**src/rtl/pwm_pkg.sv**
```systemverilog
package pwm_pkg;
  typedef enum logic [1:0] {
    TRIG_PERIOD = 2'b00,
    TRIG_CMP    = 2'b01,
    TRIG_EITHER = 2'b10,
    TRIG_NONE   = 2'b11
  } trig_sel_e;

  localparam int unsigned FLAG_PERIOD = 0;
  localparam int unsigned FLAG_CMP    = 1;
  localparam int unsigned FLAG_MAX    = 2;
  localparam int unsigned NUM_FLAGS   = 3;
endpackage

```
**src/rtl/pwm_prescaler.sv**
```systemverilog
module pwm_prescaler #(
  parameter int unsigned PSC_W = 8
) (
  input  logic             clk_i,
  input  logic             rst_ni,
  input  logic             run_i,
  input  logic             clr_i,
  input  logic [PSC_W-1:0] div_i,
  output logic             tick_o
);
  logic [PSC_W-1:0] pcnt_q;

  assign tick_o = run_i && (pcnt_q == div_i);

  always_ff @(posedge clk_i or negedge rst_ni) begin
    if (!rst_ni)               pcnt_q <= '0;
    else if (!run_i || clr_i)  pcnt_q <= '0;
    else if (pcnt_q == div_i)  pcnt_q <= '0;
    else                       pcnt_q <= pcnt_q + PSC_W'(1);
  end
endmodule

```
**src/rtl/pwm_counter.sv**
```systemverilog
module pwm_counter #(
  parameter int unsigned CNT_W = 16
) (
  input  logic             clk_i,
  input  logic             rst_ni,
  input  logic             tick_i,
  input  logic             run_set_i,
  input  logic             run_clr_i,
  input  logic             one_shot_i,
  input  logic             cnt_clr_i,
  input  logic [CNT_W-1:0] period_i,
  input  logic [CNT_W-1:0] cmp_i,
  output logic [CNT_W-1:0] cnt_o,
  output logic             running_o,
  output logic [CNT_W-1:0] period_act_o,
  output logic [CNT_W-1:0] cmp_act_o,
  output logic             period_hit_o,
  output logic             cmp_hit_o,
  output logic             max_hit_o
);
  logic [CNT_W-1:0] cnt_q, per_q, cmp_q;
  logic             run_q;

  assign period_hit_o = tick_i && (cnt_q == per_q);
  // compare event is suppressed when it coincides with the period limit
  assign cmp_hit_o    = tick_i && (cnt_q == cmp_q) && (cmp_q != per_q);
  assign max_hit_o    = tick_i && (&cnt_q);

  always_ff @(posedge clk_i or negedge rst_ni) begin
    if (!rst_ni) begin
      run_q <= 1'b0;
    end else if (run_clr_i) begin
      run_q <= 1'b0;
    end else if (run_set_i) begin
      run_q <= 1'b1;
    end else if (period_hit_o && one_shot_i) begin
      run_q <= 1'b0;
    end
  end

  always_ff @(posedge clk_i or negedge rst_ni) begin
    if (!rst_ni) begin
      cnt_q <= '0;
    end else if (cnt_clr_i) begin
      cnt_q <= '0;
    end else if (tick_i) begin
      if (cnt_q == per_q) begin
        if (!one_shot_i) cnt_q <= '0;
      end else begin
        cnt_q <= cnt_q + CNT_W'(1);
      end
    end
  end

  // shadow-to-active transfer: free while stopped, at period edge while running
  always_ff @(posedge clk_i or negedge rst_ni) begin
    if (!rst_ni) begin
      per_q <= '0;
      cmp_q <= '0;
    end else if (!run_q || period_hit_o) begin
      per_q <= period_i;
      cmp_q <= cmp_i;
    end
  end

  assign cnt_o        = cnt_q;
  assign running_o    = run_q;
  assign period_act_o = per_q;
  assign cmp_act_o    = cmp_q;
endmodule

```
**src/rtl/pwm_events.sv**
```systemverilog
module pwm_events
  import pwm_pkg::*;
(
  input  logic                 clk_i,
  input  logic                 rst_ni,
  input  logic [NUM_FLAGS-1:0] hit_i,
  input  logic [NUM_FLAGS-1:0] clr_i,
  input  logic [1:0]           trig_sel_i,
  output logic [NUM_FLAGS-1:0] flag_o,
  output logic                 trig_o
);
  logic [NUM_FLAGS-1:0] flag_q;
  logic                 trig_d, trig_q;

  for (genvar g = 0; g < NUM_FLAGS; g++) begin : g_flag
    // hardware set wins over a simultaneous clear
    always_ff @(posedge clk_i or negedge rst_ni) begin
      if (!rst_ni)        flag_q[g] <= 1'b0;
      else if (hit_i[g])  flag_q[g] <= 1'b1;
      else if (clr_i[g])  flag_q[g] <= 1'b0;
    end
  end

  always_comb begin
    unique case (trig_sel_e'(trig_sel_i))
      TRIG_PERIOD: trig_d = hit_i[FLAG_PERIOD];
      TRIG_CMP:    trig_d = hit_i[FLAG_CMP];
      TRIG_EITHER: trig_d = hit_i[FLAG_PERIOD] | hit_i[FLAG_CMP];
      default:     trig_d = 1'b0;
    endcase
  end

  always_ff @(posedge clk_i or negedge rst_ni) begin
    if (!rst_ni) trig_q <= 1'b0;
    else         trig_q <= trig_d;
  end

  assign flag_o = flag_q;
  assign trig_o = trig_q;
endmodule

```
**src/rtl/pwm_output.sv**
```systemverilog
module pwm_output #(
  parameter int unsigned CNT_W = 16
) (
  input  logic [CNT_W-1:0] cnt_i,
  input  logic [CNT_W-1:0] cmp_act_i,
  input  logic             inv_i,
  input  logic             oe_i,
  output logic             pwm_o,
  output logic             pwm_oe_o
);
  logic raw;

  assign raw      = (cnt_i < cmp_act_i);
  assign pwm_o    = raw ^ inv_i;
  assign pwm_oe_o = oe_i;
endmodule

```
**src/rtl/pwm_upcount.sv**
```systemverilog
module pwm_upcount
  import pwm_pkg::*;
#(
  parameter int unsigned CNT_W = 16,
  parameter int unsigned PSC_W = 8
) (
  input  logic                 clk_i,
  input  logic                 rst_ni,
  input  logic                 run_set_i,
  input  logic                 run_clr_i,
  input  logic                 one_shot_i,
  input  logic [PSC_W-1:0]     psc_i,
  input  logic [CNT_W-1:0]     period_i,
  input  logic [CNT_W-1:0]     cmp_i,
  input  logic                 cnt_clr_i,
  input  logic [NUM_FLAGS-1:0] flag_clr_i,
  input  logic [1:0]           trig_sel_i,
  input  logic                 inv_i,
  input  logic                 oe_i,
  output logic [CNT_W-1:0]     cnt_o,
  output logic                 running_o,
  output logic [CNT_W-1:0]     period_act_o,
  output logic [CNT_W-1:0]     cmp_act_o,
  output logic                 period_flag_o,
  output logic                 cmp_flag_o,
  output logic                 max_flag_o,
  output logic                 trig_o,
  output logic                 pwm_o,
  output logic                 pwm_oe_o
);
  logic                 tick;
  logic                 per_hit, cmp_hit, max_hit;
  logic [NUM_FLAGS-1:0] hits, flags;

  pwm_prescaler #(.PSC_W(PSC_W)) u_psc (
    .clk_i  (clk_i),
    .rst_ni (rst_ni),
    .run_i  (running_o),
    .clr_i  (cnt_clr_i),
    .div_i  (psc_i),
    .tick_o (tick)
  );

  pwm_counter #(.CNT_W(CNT_W)) u_cnt (
    .clk_i        (clk_i),
    .rst_ni       (rst_ni),
    .tick_i       (tick),
    .run_set_i    (run_set_i),
    .run_clr_i    (run_clr_i),
    .one_shot_i   (one_shot_i),
    .cnt_clr_i    (cnt_clr_i),
    .period_i     (period_i),
    .cmp_i        (cmp_i),
    .cnt_o        (cnt_o),
    .running_o    (running_o),
    .period_act_o (period_act_o),
    .cmp_act_o    (cmp_act_o),
    .period_hit_o (per_hit),
    .cmp_hit_o    (cmp_hit),
    .max_hit_o    (max_hit)
  );

  always_comb begin
    hits              = '0;
    hits[FLAG_PERIOD] = per_hit;
    hits[FLAG_CMP]    = cmp_hit;
    hits[FLAG_MAX]    = max_hit;
  end

  pwm_events u_evt (
    .clk_i      (clk_i),
    .rst_ni     (rst_ni),
    .hit_i      (hits),
    .clr_i      (flag_clr_i),
    .trig_sel_i (trig_sel_i),
    .flag_o     (flags),
    .trig_o     (trig_o)
  );

  assign period_flag_o = flags[FLAG_PERIOD];
  assign cmp_flag_o    = flags[FLAG_CMP];
  assign max_flag_o    = flags[FLAG_MAX];

  pwm_output #(.CNT_W(CNT_W)) u_out (
    .cnt_i     (cnt_o),
    .cmp_act_i (cmp_act_o),
    .inv_i     (inv_i),
    .oe_i      (oe_i),
    .pwm_o     (pwm_o),
    .pwm_oe_o  (pwm_oe_o)
  );
endmodule

```
**config.mk**
```make
export PLATFORM = sky130hd
export DESIGN_NAME = pwm_upcount
export DESIGN_NICKNAME = d
export VERILOG_FILES = /design/src/rtl/pwm_pkg.sv /design/src/rtl/pwm_prescaler.sv /design/src/rtl/pwm_counter.sv /design/src/rtl/pwm_events.sv /design/src/rtl/pwm_output.sv /design/src/rtl/pwm_upcount.sv
export SDC_FILE = /design/constraint.sdc
export NUM_CORES = 1
export LEC_CHECK = 0
export BUFFER_PORTS_ARGS = -buffer_cell sky130_fd_sc_hd__buf_2
export CAP_MARGIN = 25
export CORE_MARGIN = 8
export CORE_UTILIZATION = 52
export DETAILED_ROUTE_END_ITERATION = 7
export GPL_ROUTABILITY_DRIVEN = 0
export PLACE_DENSITY = 0.89
export SETUP_SLACK_MARGIN = 0.1
export SLEW_MARGIN = 20
export SYNTH_ARGS = -nofsm -noshare
export SYNTH_HDL_FRONTEND = slang
export SYNTH_SLANG_ARGS = --single-unit
```
**constraint.sdc**
```tcl
create_clock -name clk_i -period 2.5 [get_ports clk_i]
set_input_delay 0.125 -clock clk_i [delete_from_list [all_inputs] [get_ports clk_i]]
set_output_delay 0.125 -clock clk_i [all_outputs]
set_load 0.02 [all_outputs]
```
* Word-level counts from Yosys, hierarchy flattened
Cells that the tools add are included.
Word-level totals: flip-flop bits (word level) 61, input port bits 53, word-level logic and storage cells 54
Cells by class: add/sub/neg operators 2, order comparisons 1, eq/ne operators 7, multiplexer cells 16, bitwise operators 2, reduce and logical (&&, ||, !) cells 17
Operator list (number):
- $mux W16 | 4
- $eq A16 B16 Y1 | 2
- $add A16 B1 Y16 const B | 1
- $lt A16 B16 Y1 | 1
- $mux W8 | 2
- $ne A16 B16 Y1 | 1
- $reduce_and A16 Y1 | 1
- $mux W1 | 9
- $add A8 B1 Y8 const B | 1
- $eq A8 B8 Y1 | 1
- $reduce_bool A2 Y1 | 4
- $logic_and A1 B1 Y1 | 6
- $ne A3 B3 Y1 const B | 1
- $pmux W1 S3 | 1
- $reduce_bool A3 Y1 | 1
- $eq A2 B1 Y1 const B | 1
- $eq A2 B2 Y1 const B | 1
- $logic_not A2 Y1 | 1
- $logic_or A1 B1 Y1 | 2
- $reduce_and A2 Y1 | 1
- $logic_not A1 Y1 | 1
- $or A1 B1 Y1 | 1
- $xor A1 B1 Y1 | 1

* Longest topological paths before layout
depth after elaboration 7, mapped depth 8

* Modules after synthesis
Synthesis repeated with hierarchy kept, for this count alone.
Unflattened totals: cell total of the unflattened synthesis 413, area total of the unflattened synthesis 4063.9 um^2
Modules (own cells, without submodules):
- pwm_counter | instances 1, cells each 298, area each 2964.1 um^2, sequential area each 1226.2 um^2
- pwm_prescaler | instances 1, cells each 47, area each 521.8 um^2, sequential area each 200.2 um^2
- pwm_output | instances 1, cells each 55, area each 422.9 um^2, sequential area each 0.0 um^2
- pwm_events | instances 1, cells each 13, area each 155.1 um^2, sequential area each 100.1 um^2

* Worst setup path after synthesis
Ideal clock, no wire load.
path kind register to register, start register u_cnt.cnt_q[8], in the netlist u_cnt.cnt_o[8], end register u_cnt.cmp_q[0], in the netlist u_cnt.cmp_act_o[0], data arrival time 2.192 ns, required time 2.373 ns, path slack 0.181 ns, cell stages (with the launch flop) 9, buffers on the path 2, period minus slack after synthesis 2.319 ns, cell sequence dfrtp_1 > clkbuf_1 > xnor2_1 > nand4_1 > nor4_4 > nand2b_2 > nand2_2 > buf_6 > mux2_1
On the way: longest elaborated chain between the ends 3
Ends and longest elaborated chain:
- from (decl) | line pwm_counter.sv:21 | logic [CNT_W-1:0] cnt_q, per_q, cmp_q;
- from (signal assigned) | line pwm_counter.sv:50 | cnt_q <= cnt_q + CNT_W'(1);
- $eq A16 B16 Y1 | line pwm_counter.sv:24 | assign period_hit_o = tick_i && (cnt_q == per_q);
- $logic_and A1 B1 Y1 | line pwm_counter.sv:24
- $logic_or A1 B1 Y1 | line pwm_counter.sv:60 | end else if (!run_q || period_hit_o) begin
- to (signal assigned) | line pwm_counter.sv:62 | cmp_q <= cmp_i;
- to (decl) | line pwm_counter.sv:21
Every way passes these cells. A chain may end at the register's enable or synchronous reset.

* Final worst setup path
start register u_cnt.cnt_q[3], in the netlist u_cnt.cnt_o[3], end output pwm_o
On the way: longest elaborated chain between the ends 2
Ends and longest elaborated chain:
- $lt A16 B16 Y1 | line pwm_output.sv:13 | assign raw = (cnt_i < cmp_act_i);
- $xor A1 B1 Y1 | line pwm_output.sv:14 | assign pwm_o = raw ^ inv_i;
- to (decl) | line pwm_upcount.sv:28 | output logic pwm_o,
Every way passes these cells.

==> impl_metrics.py <==
metrics = {
    "synthesis": {
        "syn_inst": 328,
        "synth_edf_count": 0,
        "synth_cell_types": 43,
        "synth_fp_nets": 399,
        "synth_flop_cell": "dfrtp_1",
        "yosysSeqAreaShare": 0.4376,
        "synth.avg_cell_area_um2": 10.64,
        "synth_warnings": 0,
        "synth_seq_cells": 61,
        "syn_area_mm2": 0.003488,
        "synthArstFlopShare": 1.000,
    },
    "clock_tree": {
        "htree_num_levels": 3,
        "worst_skew_pair.late_latency_ns": 0.35,
        "cts_tree": "done",
        "clock-sinks": 61,
        "cts-root-buf": "clkbuf_8",
        "cts-buffers-inserted": 9,
        "cts.path.max_buffers": 2,
        "cts.reportedPaths.clkPinSlew_ns": 0.08,
    },
    "sta": {
        "rsz0062_at_grt": "true",
        "fin_setup_tns_ns": -0.08499,
        "hold_viol": 3,
        "max_freq_mhz": 386.8,
        "fin_crit_sh": 1.034,
        "slew_viol_final": 0,
        "period_needed_ns": 2.585,
        "max_slew_margin": 0.5596,
        "finalSetupViolations": 1,
        "worstMarginPinSlew_ns": 0.6606,
        "setup_ws_ns": -0.08499,
        "hold_ws_ns": -0.005515,
        "finClkSkew_ns": 0.01667,
    },
    "pwr": {
        "vdd_ir_drop_max_mv": 0.4908,
        "power_frac_comb": 0.192,
        "pwr-share-clk": 0.355,
        "switchingPower_w": 0.0007353,
        "power.density_mw_per_mm2": 528.4,
        "p_leak_nw": 2.257,
        "netSwitchingFraction": 0.2970,
        "seq_power_share": 0.453,
        "p_int_w": 0.001740,
    },
    "global_routing": {
        "grt_usage": 0.2205,
        "antenna_found_initial": 0,
        "grt_pass1_wl_mm": 16.96,
        "grt_max_degree": 33,
        "overflow": 0,
        "first_global_vias": 3386,
    },
    "run": {
        "maxCapViolations": 0,
    },
    "critical_path": {
        "startpoint_type": "register",
        "cp_num_buf_inv": 1,
        "worstPathCellList": "ha_1 > a21oi_1 > a21oi_2 > a2111oi_4 > o31ai_2 > xnor2_1 > buf_4",
        "criticalPathCategory": "reg2out",
        "crit_slowest_cell": "dfrtp_2",
        "cp.arrival_ns": 2.46,
        "required_ns": 2.38,
        "cp_top_family": "compound AO/OA/AOI/OAI gates",
        "crit_path_max_incr_delay_ns": 0.48,
        "cp-end-kind": "primary output",
        "path_max_fanout": 9,
    },
    "floorplanning": {
        "rows": 30,
        "die_w_um": 97.91,
        "dieArea_mm2": 0.009585,
        "start_util": 0.5250,
        "io_pins": 108,
        "die_y_um": 97.91,
        "core_area_mm2": 0.006644,
    },
    "outcome": {
        "violations": "negative hold slack, negative setup slack",
        "status": "finished with violations",
    },
    "route": {
        "antenna_left": 0,
        "via_per_inst": 5.801,
        "wl_per_cell_um": 19.67,
        "routed_wirelength_mm": 10.98,
        "first_pass_iters": 5,
        "drc": 0,
        "vias": 3237,
        "drt_iter0_markers": 264,
    },
    "placed_design": {
        "place_hpwl_mm": 7.233,
        "port_buffers": 105,
        "place_area_mm2": 0.004144,
        "pre_cts_ws_ns": 0.2054,
    },
    "finish": {
        "post-route-util": 0.7051,
        "stdcell_area_mm2": 0.004684,
        "fin_nets": 544,
        "syn2layout_area_growth_pct": 34.29,
        "final_layout_size_suffix_gt1_frac": 0.3180,
        "n_antenna_cell": 0,
    },
    "worst_hold_path": {
        "hp-class": "in2reg",
    },
}
==> placed cells by master (no fill, tap or decap), types with 6 or more instances in the layout <==
master,synthesis,final
xor2_1,13,13
buf_2,1,104
xnor2_1,36,36
nand4_1,15,15
nand3_1,14,14
nor2_1,16,16
clkbuf_8,0,10
nor3_1,7,7
ha_1,18,16
buf_4,1,12
dfrtp_2,0,6
dlygate4sd3_1,0,23
inv_1,22,21
nand2_1,17,17
dfrtp_1,61,55
o21ai_1,15,16
mux2_1,32,32
and3_1,8,8
==> synthesized netlist by cell type (2+ instances only) <==
| cell type | instances | area [um2] |
|---|---|---|
| nor2_1 | 16 | 60.06 |
| dfrtp_1 | 61 | 1526 |
| nand2_1 | 17 | 63.81 |
| or4_1 | 2 | 15.01 |
| xor2_1 | 13 | 113.9 |
| or3_1 | 2 | 12.51 |
| xnor2_1 | 36 | 315.3 |
| nor3b_1 | 2 | 15.01 |
| o21ai_1 | 15 | 75.07 |
| inv_1 | 22 | 82.58 |
| mux2_1 | 32 | 360.4 |
| nand3_1 | 14 | 70.07 |
| nor4_2 | 2 | 25.02 |
| nand2b_1 | 2 | 12.51 |
| ha_1 | 18 | 225.2 |
| buf_6 | 3 | 33.78 |
| nor3_1 | 7 | 35.03 |
| o21ai_0 | 3 | 15.01 |
| a21oi_1 | 6 | 30.03 |
| o31ai_1 | 4 | 30.03 |
| a221o_1 | 3 | 30.03 |
| and3_1 | 8 | 50.05 |
| nor2b_1 | 2 | 12.51 |
| a21o_1 | 5 | 37.54 |
| nand4_1 | 15 | 93.84 |
==> path summary, 6_finish.rpt <==
path	to	depth (start not counted)	slack [ns]	startpoint
setup reg to reg	u_cnt.period_act_o[14]	8	0.15	u_cnt.cnt_o[14]
hold reg to reg	u_evt.flag_o[2]	2	0.51	u_evt.flag_o[2]
hold / removal	u_cnt.period_act_o[9]	2	-0.006	period_i[9]
setup / recovery	pwm_o	7	-0.08	u_cnt.cnt_o[3]
min in group asynchronous	u_evt.trig_o	2	0.36	rst_ni
max in group asynchronous	u_cnt.cnt_o[13]	3	1.41	rst_ni
==> through the flow <==
stage	cells	hold WS [ns]	power (W)
2_1_floorplan	328	-0.1706	0.001374
3_3_place_gp	516	0.1781	0.001528
3_5_place_dp	516	0.1877	0.001549
4_1_cts	555	0.0009474	0.002438
5_1_grt	558	-0.0005088	0.002563
6_report	558	-0.005515	0.002475
==> metal layers <==
metal  routed length, um  vias to the layer above  track usage  part of all wire
met5                   0                        -            0                 0
met4                 280                        0       0.1127             0.026
met3                 840                       33      0.05974             0.077
met2                5499                      170       0.3741              0.50
met1                4358                     1575       0.2486              0.40
li1                    -                     1459            -                 -
==> flip-flops by register name, summed over array words and instances, names as in the netlist <==
register / flops
u_cnt.cnt_o: 16
u_evt.trig_o: 1
u_cnt.cmp_act_o: 16
u_psc.pcnt_q: 8
u_evt.flag_o: 3
u_cnt.period_act_o: 16
u_cnt.running_o: 1
==> final cells by class <==
| class | count | area [um2] |
|---|---|---|
| Tap cell | 80 | 100.1 |
| Timing Repair Buffer | 140 | 860.8 |
| Clock buffer | 11 | 141.4 |
| Inverter | 22 | 82.58 |
| Multi-Input combinational cell | 239 | 1916 |
| Sequential cell | 61 | 1534 |
| Clock inverter | 5 | 50.05 |
| Fill cell | 445 | 1959 |
==> power by group through the flow <==
stage | registers, W | clock network [W] | logic [W]
after floorplan | 0.00119 | 0 | 0.000186
after global placement | 0.00113 | 0 | 0.000396
after detailed placement | 0.00114 | 0 | 0.000413
after CTS | 0.00112 | 0.000873 | 0.000447
after global routing | 0.00113 | 0.000922 | 0.000511
final | 0.00112 | 0.000878 | 0.000475
==> cell families after synthesis <==
logic type               after synthesis  synth area share
XOR/XNOR                              49            0.1230
AO/OA/AOI/OAI                         45           0.08358
AND/OR/NAND/NOR                       95            0.1499
adder cells (fa/ha/maj)               18           0.06456
flip-flops                            61            0.4376
multiplexers                          32            0.1033
buffers and inverters                 28           0.03802
==> what timing repair did <==
item | CTS | global route
endpoints found under the hold margin | 49 | 0
buffers inserted | 0 | 3
cloned | 0 | 0
setup endpoints to repair | 1 | 45
hold buffers | 23 | 0
pin swaps | 1 | 7
resized for setup | 4 | 17
(Power assumes the default switching activity.)
